===== src/rtl/hsm_pkg.sv =====
`timescale 1ns/1ps
// hsm_pkg: shared types for the half-duplex serial master.
// Assumes the mode register is 8 bits, laid out from bit 7 down as below.
package hsm_pkg;

    // Sequencer phase of a transfer.
    typedef enum logic [1:0] {
        PH_IDLE  = 2'd0,
        PH_START = 2'd1,
        PH_BITS  = 2'd2,
        PH_STOP  = 2'd3
    } hsm_phase_t;

    // Mode register, field order fixed by software decode (bit 7 first).
    typedef struct packed {
        logic       irq_en;
        logic       phase;
        logic       polarity;
        logic       short_word;
        logic [1:0] rate;
        logic [1:0] spare;
    } hsm_mode_t;

endpackage


===== src/rtl/hsm_rate_div.sv =====
`timescale 1ns/1ps
// hsm_rate_div: half-period tick generator.
// Emits one tick every 2**rate_sel system clocks while run is high; the count
// restarts from zero whenever run is low, so the first tick comes a full half
// period after run rises. Assumes rate_sel is held stable while run is high.
module hsm_rate_div #(
    parameter int RATE_W = 2
) (
    input  logic              clk,
    input  logic              rst_n,
    input  logic              run,
    input  logic [RATE_W-1:0] rate_sel,
    output logic              tick
);
    localparam int HALF_MAX = 1 << ((1 << RATE_W) - 1);
    localparam int CNT_W    = $clog2(HALF_MAX) + 1;

    logic [CNT_W-1:0] cnt;
    logic [CNT_W-1:0] limit;

    // Last count value of the current half period.
    always_comb begin
        limit = (CNT_W'(1) << rate_sel) - CNT_W'(1);
    end

    assign tick = run && (cnt == limit);

    // Advance the half-period counter, restarting on tick or when stopped.
    always_ff @(posedge clk) begin
        if (!rst_n) begin
            cnt <= '0;
        end else if (!run || tick) begin
            cnt <= '0;
        end else begin
            cnt <= cnt + CNT_W'(1);
        end
    end
endmodule


===== src/rtl/hsm_shift_reg.sv =====
`timescale 1ns/1ps
// hsm_shift_reg: data register with parallel load, left rotate and left shift.
// Priority: load, then rotate (transmit bit done), then shift-in (receive sample).
// Assumes at most one of rot and shin is high in a cycle.
module hsm_shift_reg #(
    parameter int W = 8
) (
    input  logic         clk,
    input  logic         rst_n,
    input  logic         load,
    input  logic [W-1:0] load_val,
    input  logic         rot,
    input  logic         shin,
    input  logic         sin,
    output logic [W-1:0] q
);
    logic [W-1:0] nxt;

    // Per-bit next value: bit 0 takes the old MSB on rotate or the line on shift.
    for (genvar i = 0; i < W; i++) begin : g_bit
        if (i == 0) begin : g_lsb
            always_comb begin
                if (load)      nxt[i] = load_val[i];
                else if (rot)  nxt[i] = q[W-1];
                else if (shin) nxt[i] = sin;
                else           nxt[i] = q[i];
            end
        end else begin : g_upper
            always_comb begin
                if (load)             nxt[i] = load_val[i];
                else if (rot || shin) nxt[i] = q[i-1];
                else                  nxt[i] = q[i];
            end
        end
    end

    // Register the next value.
    always_ff @(posedge clk) begin
        if (!rst_n) q <= '0;
        else        q <= nxt;
    end
endmodule


===== src/rtl/hsm_sequencer.sv =====
`timescale 1ns/1ps
// hsm_sequencer: transfer framing and line timing.
// Each bit period is two half periods, and every tick ends one half.
// Transmit: start (2 halves, line low, clock idle), N bits, stop (2 halves, line high).
// Receive: N bits only, line released. The completion flag sets on the final tick
// and clears on stat_rd. Assumes start only arrives while the flag is clear.
module hsm_sequencer
    import hsm_pkg::*;
#(
    parameter int W       = 8,
    parameter int SHORT_W = 6
) (
    input  logic clk,
    input  logic rst_n,
    input  logic start,
    input  logic rx_req,
    input  logic short_word,
    input  logic polarity,
    input  logic phase,
    input  logic tick,
    input  logic msb,
    input  logic stat_rd,
    output logic run,
    output logic rot,
    output logic shin,
    output logic sclk,
    output logic sd_o,
    output logic sd_oe,
    output logic done
);
    localparam int BCNT_W = $clog2(W);

    hsm_phase_t        ph;
    logic              half;
    logic              rx_q;
    logic [BCNT_W-1:0] bit_idx;
    logic [BCNT_W-1:0] last_idx;

    assign last_idx = short_word ? BCNT_W'(SHORT_W - 1) : BCNT_W'(W - 1);

    // Walk through the start, bit and stop phases and keep the completion flag.
    always_ff @(posedge clk) begin
        if (!rst_n) begin
            ph      <= PH_IDLE;
            half    <= 1'b0;
            rx_q    <= 1'b0;
            bit_idx <= '0;
            done    <= 1'b0;
        end else begin
            if (stat_rd) done <= 1'b0;
            case (ph)
                PH_IDLE: begin
                    if (start) begin
                        ph      <= rx_req ? PH_BITS : PH_START;
                        rx_q    <= rx_req;
                        half    <= 1'b0;
                        bit_idx <= '0;
                    end
                end
                PH_START: begin
                    if (tick) begin
                        half <= ~half;
                        if (half) ph <= PH_BITS;
                    end
                end
                PH_BITS: begin
                    if (tick) begin
                        half <= ~half;
                        if (half) begin
                            if (bit_idx == last_idx) begin
                                if (rx_q) begin
                                    ph   <= PH_IDLE;
                                    done <= 1'b1;
                                end else begin
                                    ph <= PH_STOP;
                                end
                            end else begin
                                bit_idx <= bit_idx + BCNT_W'(1);
                            end
                        end
                    end
                end
                PH_STOP: begin
                    if (tick) begin
                        half <= ~half;
                        if (half) begin
                            ph   <= PH_IDLE;
                            done <= 1'b1;
                        end
                    end
                end
                default: ph <= PH_IDLE;
            endcase
        end
    end

    // Register strobes: rotate at the end of a transmit bit, sample at mid-bit.
    assign run  = (ph != PH_IDLE);
    assign rot  = tick && (ph == PH_BITS) && half && !rx_q;
    assign shin = tick && (ph == PH_BITS) && !half && rx_q;

    // Serial clock: idle level outside bits; phase picks which half is active.
    always_comb begin
        if (ph == PH_BITS) sclk = polarity ^ (phase ? ~half : half);
        else               sclk = polarity;
    end

    // Data line: low start bit, data MSB, high stop bit; released on receive.
    always_comb begin
        sd_oe = run && !rx_q;
        case (ph)
            PH_BITS: sd_o = msb;
            PH_STOP: sd_o = 1'b1;
            default: sd_o = 1'b0;
        endcase
    end
endmodule


===== src/rtl/hsm_master.sv =====
`timescale 1ns/1ps
// hsm_master: half-duplex serial master top level.
// Holds the mode register, joins the rate divider, the data register and the
// sequencer, and derives busy and the masked interrupt. Mode writes are blocked
// while a transfer runs, so the sequencer can read the live mode fields.
module hsm_master
    import hsm_pkg::*;
#(
    parameter int W       = 8,
    parameter int SHORT_W = 6,
    parameter int RATE_W  = 2
) (
    input  logic         clk,
    input  logic         rst_n,
    input  logic         mode_we,
    input  logic [7:0]   mode_wdata,
    input  logic         data_we,
    input  logic [W-1:0] data_wdata,
    input  logic         dir_rx,
    input  logic         stat_rd,
    input  logic         sd_i,
    output logic [7:0]   mode_q,
    output logic [W-1:0] data_q,
    output logic         busy,
    output logic         done,
    output logic         irq,
    output logic         sclk,
    output logic         sd_o,
    output logic         sd_oe
);
    hsm_mode_t mode_r;
    logic      run;
    logic      tick;
    logic      rot;
    logic      shin;
    logic      start;

    assign start  = data_we && !busy;
    assign busy   = run || done;
    assign irq    = done && mode_r.irq_en;
    assign mode_q = mode_r;

    // Mode register: written only while no transfer is running.
    always_ff @(posedge clk) begin
        if (!rst_n)              mode_r <= '0;
        else if (mode_we && !run) mode_r <= hsm_mode_t'(mode_wdata);
    end

    hsm_rate_div #(.RATE_W(RATE_W)) u_div (
        .clk      (clk),
        .rst_n    (rst_n),
        .run      (run),
        .rate_sel (mode_r.rate[RATE_W-1:0]),
        .tick     (tick)
    );

    hsm_shift_reg #(.W(W)) u_sreg (
        .clk      (clk),
        .rst_n    (rst_n),
        .load     (start),
        .load_val (data_wdata),
        .rot      (rot),
        .shin     (shin),
        .sin      (sd_i),
        .q        (data_q)
    );

    hsm_sequencer #(.W(W), .SHORT_W(SHORT_W)) u_seq (
        .clk        (clk),
        .rst_n      (rst_n),
        .start      (start),
        .rx_req     (dir_rx),
        .short_word (mode_r.short_word),
        .polarity   (mode_r.polarity),
        .phase      (mode_r.phase),
        .tick       (tick),
        .msb        (data_q[W-1]),
        .stat_rd    (stat_rd),
        .run        (run),
        .rot        (rot),
        .shin       (shin),
        .sclk       (sclk),
        .sd_o       (sd_o),
        .sd_oe      (sd_oe),
        .done       (done)
    );
endmodule


===== config.mk =====
export PLATFORM = sky130hd
export DESIGN_NAME = hsm_master
export DESIGN_NICKNAME = d
export VERILOG_FILES = /design/src/rtl/hsm_pkg.sv /design/src/rtl/hsm_rate_div.sv /design/src/rtl/hsm_shift_reg.sv /design/src/rtl/hsm_sequencer.sv /design/src/rtl/hsm_master.sv
export SDC_FILE = /design/constraint.sdc
export NUM_CORES = 1
export LEC_CHECK = 0
export BUFFER_PORTS_ARGS = -buffer_cell sky130_fd_sc_hd__buf_2
export CELL_PAD_IN_SITES_DETAIL_PLACEMENT = 1
export CELL_PAD_IN_SITES_GLOBAL_PLACEMENT = 2
export CORE_MARGIN = 2
export CORE_UTILIZATION = 27
export DETAILED_ROUTE_END_ITERATION = 10
export PLACE_DENSITY_LB_ADDON = 0.12
export SYNTH_ARGS = -nofsm -noshare
export SYNTH_HDL_FRONTEND = slang
export SYNTH_HIERARCHICAL = 1
export SYNTH_SLANG_ARGS = --single-unit

===== constraint.sdc =====
create_clock -name clk -period 2.49 [get_ports clk]
set_input_delay 0.249 -clock clk [delete_from_list [all_inputs] [get_ports clk]]
set_output_delay 0.249 -clock clk [all_outputs]
set_load 0.02 [all_outputs]

==> summary.md, run 1 <==
| Metric | Value |
|---|---|
| Design Area, Final | `~1900 um2` |
| Measured slew at the worst slew-check pin | `roughly 0.48 ns` |
| Row count | `27` |
| Hold endpoint | `mode_q[6]` |
| CTS tree | `done` |
| Outcome | `finished, final reports clean` |
| Total placed instance area | `about 1800 um2` |
| Initial core utilization | `between 20 and 30%` |
| Setup bufs post-CTS | `0` |
| Top Ports | `45` |
| Routed vias/inst | `about 4.7` |
| Leak | `~0.00088 uW` |
| Port bufs | `44` |
| Register area share after synthesis | `36.2%` |
| Post-synthesis cell area | `between 1500 and 2000 um2` |
| Top cell type by total area after synthesis | `dfxtp_1` |
| Die ar. | `roughly 6400 um2` |
| Post-synth EDFFs | `0` |
| Commonest register cell after synthesis | `dfxtp_1` |
| Final setup vio count | `0` |
| All-Layer GR Usage | `about 12%` |
| R2R cell count | `8` |
| Unique cell type count in the Yosys netlist | `44` |
| Maximum number of pins on one net before global-route repair | `28` |
| Gpl congestion | `~0.75` |
| CTS clock-pin slew for the worst setup and hold paths | `0.10 ns` |
| Maximum root-to-sink buffer count | `2` |
| Clock Sinks | `28` |
| Startpoint Class | `flop` |
| DRT iter0 DRCs | `24` |
| Fin crit share | `between 90% and 100%` |
| Final core occ | `between 30 and 40%` |
| Synth Instances | `about 160` |
| GR Overflow Total | `0` |
| CP Max Fanout | `6` |
| Non-Filler Instances | `~280` |
| Hold Path Class | `input pin to flop` |
| Peak Freq | `about 420 MHz` |
| Slew margin rel. | `between 60 and 70%` |
| Vias | `approximately 1300` |
| Diode count | `0` |
| Final #Nets | `~230` |
| Clock Latency Late Sink | `~0.28 ns` |
| Cell with the most instances after synthesis | `nand2_1` |
| DRC viols | `0` |
| First-pass GRT wire length | `6.19 mm` |
| Req. time, crit path | `2.66 ns` |
| Largest cells by area after synthesis | `dfxtp_1 36%, mux2i_1 12%, nand2_1 7.0%, o211a_1 4.5%, buf_6 4.4%` |
| Number of global-route vias before repair | `about 1300` |
| Antenna viol nets, final | `0` |
| DR pass1 iterations | `4` |
| Area delta synth->final | `19.5%` |
| Syn Nets | `187` |
| Maxcap violations | `0` |
| CTS root buffer | `clkbuf_8` |
| Worst Clk Skew | `approximately 0.006 ns` |
| Asr flop ratio synth | `0%` |
| Synth cell count leaders | `29 x nand2_1, 28 x dfxtp_1, 19 x mux2i_1` |
| # H-tree levels | `1` |
| Share of cells above drive strength 1 | `32.0%` |
| Synth Warn # | `6` |
| Worst R2R End | `u_sreg/q[0]` |
| PD cells | `between 700 and 800 nW/um2` |
| Post-synth top area share | `between 30% and 40%` |
| Worst Min Path Start | `mode_wdata[6]` |
| Core area | `5540 um2` |
| Avg Inst Size Synth | `9.57 um2` |
| Placed cells | `274` |
| Max IR drop VDD | `approximately 0.00033 V` |
| Die width | `between 70 and 80 um` |
| Drt wl/cell | `~14 um` |
| HPWL after DPL | `~3.0 mm` |
| RR Startpoint | `u_div/cnt[0]` |
| Hold Fails Final Rpt | `0` |
| Worst Hold Depth | `3` |
| Drt total wl | `between 3 and 4 mm` |
| Die Height | `79.8 um` |
| Initial antenna violation count | `0` |
| Min Tclk post-route | `around 2.4 ns` |
| Worst Setup Path Type | `flop to flop` |
| Number of synthesized register bits | `28` |
| TritonCTS Buffers | `3` |
| CP Capture Type | `flop` |
| Pins Over Slew Limit | `0` |
| R2r setup slk | `between 0.1 and 0.15 ns` |
| WP data arrival | `roughly 2.6 ns` |
-- cell type report --
type / count / area (um2)
clock buffers: 4 / 55.1
multi-input cells: 119 / 856
repair buffers: 52 / 280
well taps: 72 / 90.1
flip-flops and latches: 28 / 561
inverters: 3 / 11.3
fillers: 674 / 3690
-- power breakdown --
| part | switching (uW) | total, uW | leakage [uW] | internal [uW] |
|---|---|---|---|---|
| combinational | 313 | 535 | 0.000624 | 223 |
| sequential | 51.7 | 560 | 0.000229 | 508 |
| clock | 152 | 294 | 0.0000288 | 142 |
| total | 517 | 1390 | 0.000882 | 873 |
-- through the flow --
stage                     setup TNS (ns)  power (uW)  setup slack [ns]  hold slack (ns)
after detailed placement               0        1110            0.0573            0.458
final                                  0        1390             0.113            0.201
after CTS                              0        1420            0.0310            0.191
after global placement                 0        1100             0.127            0.442
after global routing            -0.00215        1480          -0.00215            0.210
after floorplan                        0         989            0.0235            0.391
-- logic make-up after synthesis --
group	after synthesis	synth area share, %
buf+inv	15	9.28
compound gates	25	13.9
mux	20	13.0
xor+xnor	5	2.83
flops	28	36.2
fa+ha+maj	2	1.61
simple gates	67	23.2
-- how the worst max path moves through the flow --
stage,startpoint,to,slack (ns),depth (start not counted)
floorplan,mode_q[2],u_sreg/q[0],0.02,8
global placement,u_div/cnt[0],u_sreg/q[0],0.13,8
detailed placement,u_div/cnt[0],u_sreg/q[0],0.06,8
CTS,u_div/cnt[0],u_sreg/q[0],0.03,8
global route,u_div/cnt[0],u_sreg/q[0],-0.002,8
finish,u_div/cnt[0],u_sreg/q[0],0.11,8
-- cells in the final DEF (no fill, tap or decap), drive strengths merged, types with 4 or more instances in the layout --
cell    instances
nand3           7
dfxtp          28
nand2          29
o211a           7
nor2            5
mux2i          19
clkbuf          4
buf            52
o21ai           5
nand3b          5
-- per-layer routing --
layer / GRT usage (%) / routed length [um] / vias up
met5: 0 / 0 / -
met4: 2.03 / 19 / 0
met2: 23.4 / 1950 / 26
met3: 3.05 / 147 / 2
li1: - / - / 659
met1: 14.1 / 1840 / 630
-- state kept, by name, indices dropped and copies added, names as in the netlist --
| signal | flops |
|---|---|
| u_sreg/q | 8 |
| u_seq/half | 1 |
| u_seq/rx_q | 1 |
| u_seq/bit_idx | 3 |
| u_seq/ph | 2 |
| u_seq/done | 1 |
| mode_q | 8 |
| u_div/cnt | 4 |
-- worst max-delay path, stage by stage, from the launching register on --
cell and delay, ns:
dfxtp_1 0.36, or4_4 0.56, o32ai_4 0.23, o21a_2 0.21, nand4b_1 0.15, nor2_2 0.14
mux2_2 0.34, o2111ai_1 0.18, o21ai_1 0.09
-- what timing repair did --
action / in CTS / in global routing
endpoints found under the setup margin: 0 / 8
hold buffers: 0 / 0
gates resized for setup: 0 / 3
Power figures use the tool's default switching activity.
==> inputs of run 2 (changes only) <==
--- a/config.mk
+++ b/config.mk
@@ -12,6 +12,7 @@
 export CORE_UTILIZATION = 27
 export DETAILED_ROUTE_END_ITERATION = 10
 export PLACE_DENSITY_LB_ADDON = 0.12
+export RECOVER_POWER = 50
 export SYNTH_ARGS = -nofsm -noshare
 export SYNTH_HDL_FRONTEND = slang
 export SYNTH_HIERARCHICAL = 1
==> run 2 against run 1 <==
  * Sequential power barely moved
  * Cell area fell by 1.9%
  * Critical path depth did not move
  * Flip-flop and latch count did not move
  * Die area did not move
  * Cell count did not move
  * First-iteration DRC count fell by 21%
  * Largest power group unchanged
==> summary.md, run 2 (synthesis results as in run 1) <==
| Metric | Value |
|---|---|
| Die width | `79.8 um (unchanged)` |
| Cts repair resizes | `0 (unchanged)` |
| Setup Total Neg Slack | `0 ns (unchanged)` |
| P_int | `854 uW (-2.2%)` |
| Final #Nets | `232 (unchanged)` |
| Comb power frac | `37.5% (-1.0 points)` |
| DRC viols | `0 (unchanged)` |
| Vias | `1322 (+0.38%)` |
| Min Tclk post-route | `2.38 ns (-0.000203 ns)` |
| Gpl congestion | `0.746 (unchanged)` |
| R2R cell count | `8 (unchanged)` |
| Startpoint Class | `flop` |
| Worst Min Path Start | `mode_wdata[6]` |
| Most common cell after layout, fill and taps aside | `nand2_1` |
| GR Overflow Total | `0 (unchanged)` |
| Drt total wl | `3.95 mm (-0.23%)` |
| Seq pwr share | `41.0% (+0.7 points)` |
| # H-tree levels | `1 (unchanged)` |
| Measured slew at the worst slew-check pin | `0.933 ns (+0.453 ns)` |
| Non-Filler Instances | `278 (unchanged)` |
| Power, Total | `1370 uW (-1.6%)` |
| Setup bufs post-CTS | `0 (unchanged)` |
| Peak Freq | `421 MHz (about the same)` |
| NetSw | `514 uW (-0.55%)` |
| Maximum number of pins on one net before global-route repair | `28 (unchanged)` |
| Die ar. | `6360 um2 (unchanged)` |
| PD cells | `752 nW/um2 (+0.31%)` |
| Routed vias/inst | `4.76 (+0.38%)` |
| CP Capture Type | `flop` |
| Area delta synth->final | `17.3%` |
| Worst Clk Skew | `0.00594 ns (+0.000105 ns)` |
| CTS clock-pin slew for the worst setup and hold paths | `0.10 ns (about the same)` |
| Hold Path Class | `input pin to flop` |
| GR Util met2 | `23.4% (unchanged)` |
| Core area | `5540 um2 (unchanged)` |
| Clock Sinks | `28 (unchanged)` |
| Outcome | `finished, final reports clean` |
| Max IR drop VDD | `0.000331 V (-0.85%)` |
| Most frequent cells in the layout | `29 x nand2_1, 28 x dfxtp_1, 25 x buf_2` |
| All-Layer GR Usage | `12.4% (unchanged)` |
| First-pass GRT wire length | `6.19 mm (unchanged)` |
| DR pass1 iterations | `4 (unchanged)` |
| DRT iter0 DRCs | `19 (-21%)` |
| Switching portion of total power | `37.6% (+0.39 points)` |
| Gr busiest metal | `met2` |
| Initial antenna violation count | `0 (unchanged)` |
| Drt wl/cell | `14.2 um (-0.23%)` |
| Req. time, crit path | `2.66 ns (about the same)` |
| Row count | `27 (unchanged)` |
| HPWL after DPL | `2.96 mm (unchanged)` |
| Hold_buf cts | `0 (unchanged)` |
| Maximum root-to-sink buffer count | `2 (unchanged)` |
| Top Ports | `45 (unchanged)` |
| CP Max Fanout | `6 (unchanged)` |
| Worst R2R End | `u_sreg/q[0]` |
| Maxcap violations | `0 (unchanged)` |
| Worst Setup Path Type | `flop to flop` |
| Number of global-route vias before repair | `1311 (unchanged)` |
| Diode count | `0 (unchanged)` |
| Pins Over Slew Limit | `0 (unchanged)` |
| Die Height | `79.8 um (unchanged)` |
| Initial core utilization | `28.0% (unchanged)` |
| WP data arrival | `2.55 ns (about the same)` |
| CTS tree | `done` |
| RR Startpoint | `u_div/cnt[0]` |
| Placed cells | `274 (unchanged)` |
| Fin crit share | `95.4% (about the same)` |
| Met3 GRT Util | `3.05% (unchanged)` |
| Clock Power Share | `21.5% (+0.3 points)` |
| Final setup vio count | `0 (unchanged)` |
| WHS | `0.201 ns (+0.000211 ns)` |
| Worst Hold Depth | `3 (unchanged)` |
| Leak | `0.000797 uW (-9.6%)` |
| Hold Fails Final Rpt | `0 (unchanged)` |
| Antenna viol nets, final | `0 (unchanged)` |
| Share of cells above drive strength 1 | `21.8% (-10 points)` |
| Slew margin rel. | `37.7% (-30 points)` |
| R2r setup slk | `0.11 ns (about the same)` |
| Port bufs | `44 (unchanged)` |
| Hold endpoint | `mode_q[6]` |
| TritonCTS Buffers | `3 (unchanged)` |
| Met1 Use GR | `14.1% (unchanged)` |
| CTS root buffer | `clkbuf_8` |
| Clock Latency Late Sink | `0.28 ns (about the same)` |
| Fill cells | `689 (+2.2%)` |
## run 2: cell types whose count changed in the layout (fill, tap and decap cells not counted)
cell | before | now
buf_2 | 44 | 25
buf_4 | 8 | 7
nor2b_4 | 1 | 0
nor2b_1 | 1 | 2
clkbuf_1 | 0 | 20
## run 2: power by group through the flow
stage / logic [uW] / registers [uW] / clock network [uW]
floorplan: 374 / 616 / 0
global placement: 530 / 567 / 0
detailed placement: 539 / 570 / 0
CTS: 542 / 560 / 313
global route: 563 / 571 / 322
finish: 513 / 561 / 294
## run 2: final cells by class
type / instances / area, um2 / area share, %
timing repair buffer: 52 / 253 / 13.9
clock buffer: 4 / 55.1 / 3.03
tap: 72 / 90.1 / 4.96
sequential: 28 / 561 / 30.8
multi-input combinational: 119 / 848 / 46.7
inverter: 3 / 11.3 / 0.619
## run 2: worst max path at each step
stage	slack [ns]	endpoint	cells past startpoint	startpoint
6_report	0.11	u_sreg/q[0]	8	u_div/cnt[0]
5_1_grt	-0.002	u_sreg/q[0]	8	u_div/cnt[0]
4_1_cts	0.03	u_sreg/q[0]	8	u_div/cnt[0]
3_5_place_dp	0.06	u_sreg/q[0]	8	u_div/cnt[0]
3_3_place_gp	0.13	u_sreg/q[0]	8	u_div/cnt[0]
2_1_floorplan	0.02	u_sreg/q[0]	8	mode_q[2]
## run 2: through the flow
stage          utilization [%]  instance area, um2  setup slack [ns]
2_1_floorplan                -                1550            0.0235
3_3_place_gp              32.3                1790             0.127
3_5_place_dp              32.3                1790            0.0573
4_1_cts                   33.3                1840            0.0310
5_1_grt                   32.8                1820          -0.00208
6_report                  32.8                1820             0.113
## run 2: layer usage
metal / vias up / part of all wire, %
met3: 2 / 3.7
li1: 658 / -
met4: 0 / 0.48
met2: 26 / 50
met1: 636 / 46
met5: - / 0
## run 2: critical path: stages (launching register included)
cell,delay [ns]
dfxtp_1,0.36
or4_4,0.56
o32ai_4,0.23
o21a_2,0.21
nand4b_1,0.15
nor2_2,0.14
mux2_2,0.34
o2111ai_1,0.18
o21ai_1,0.09
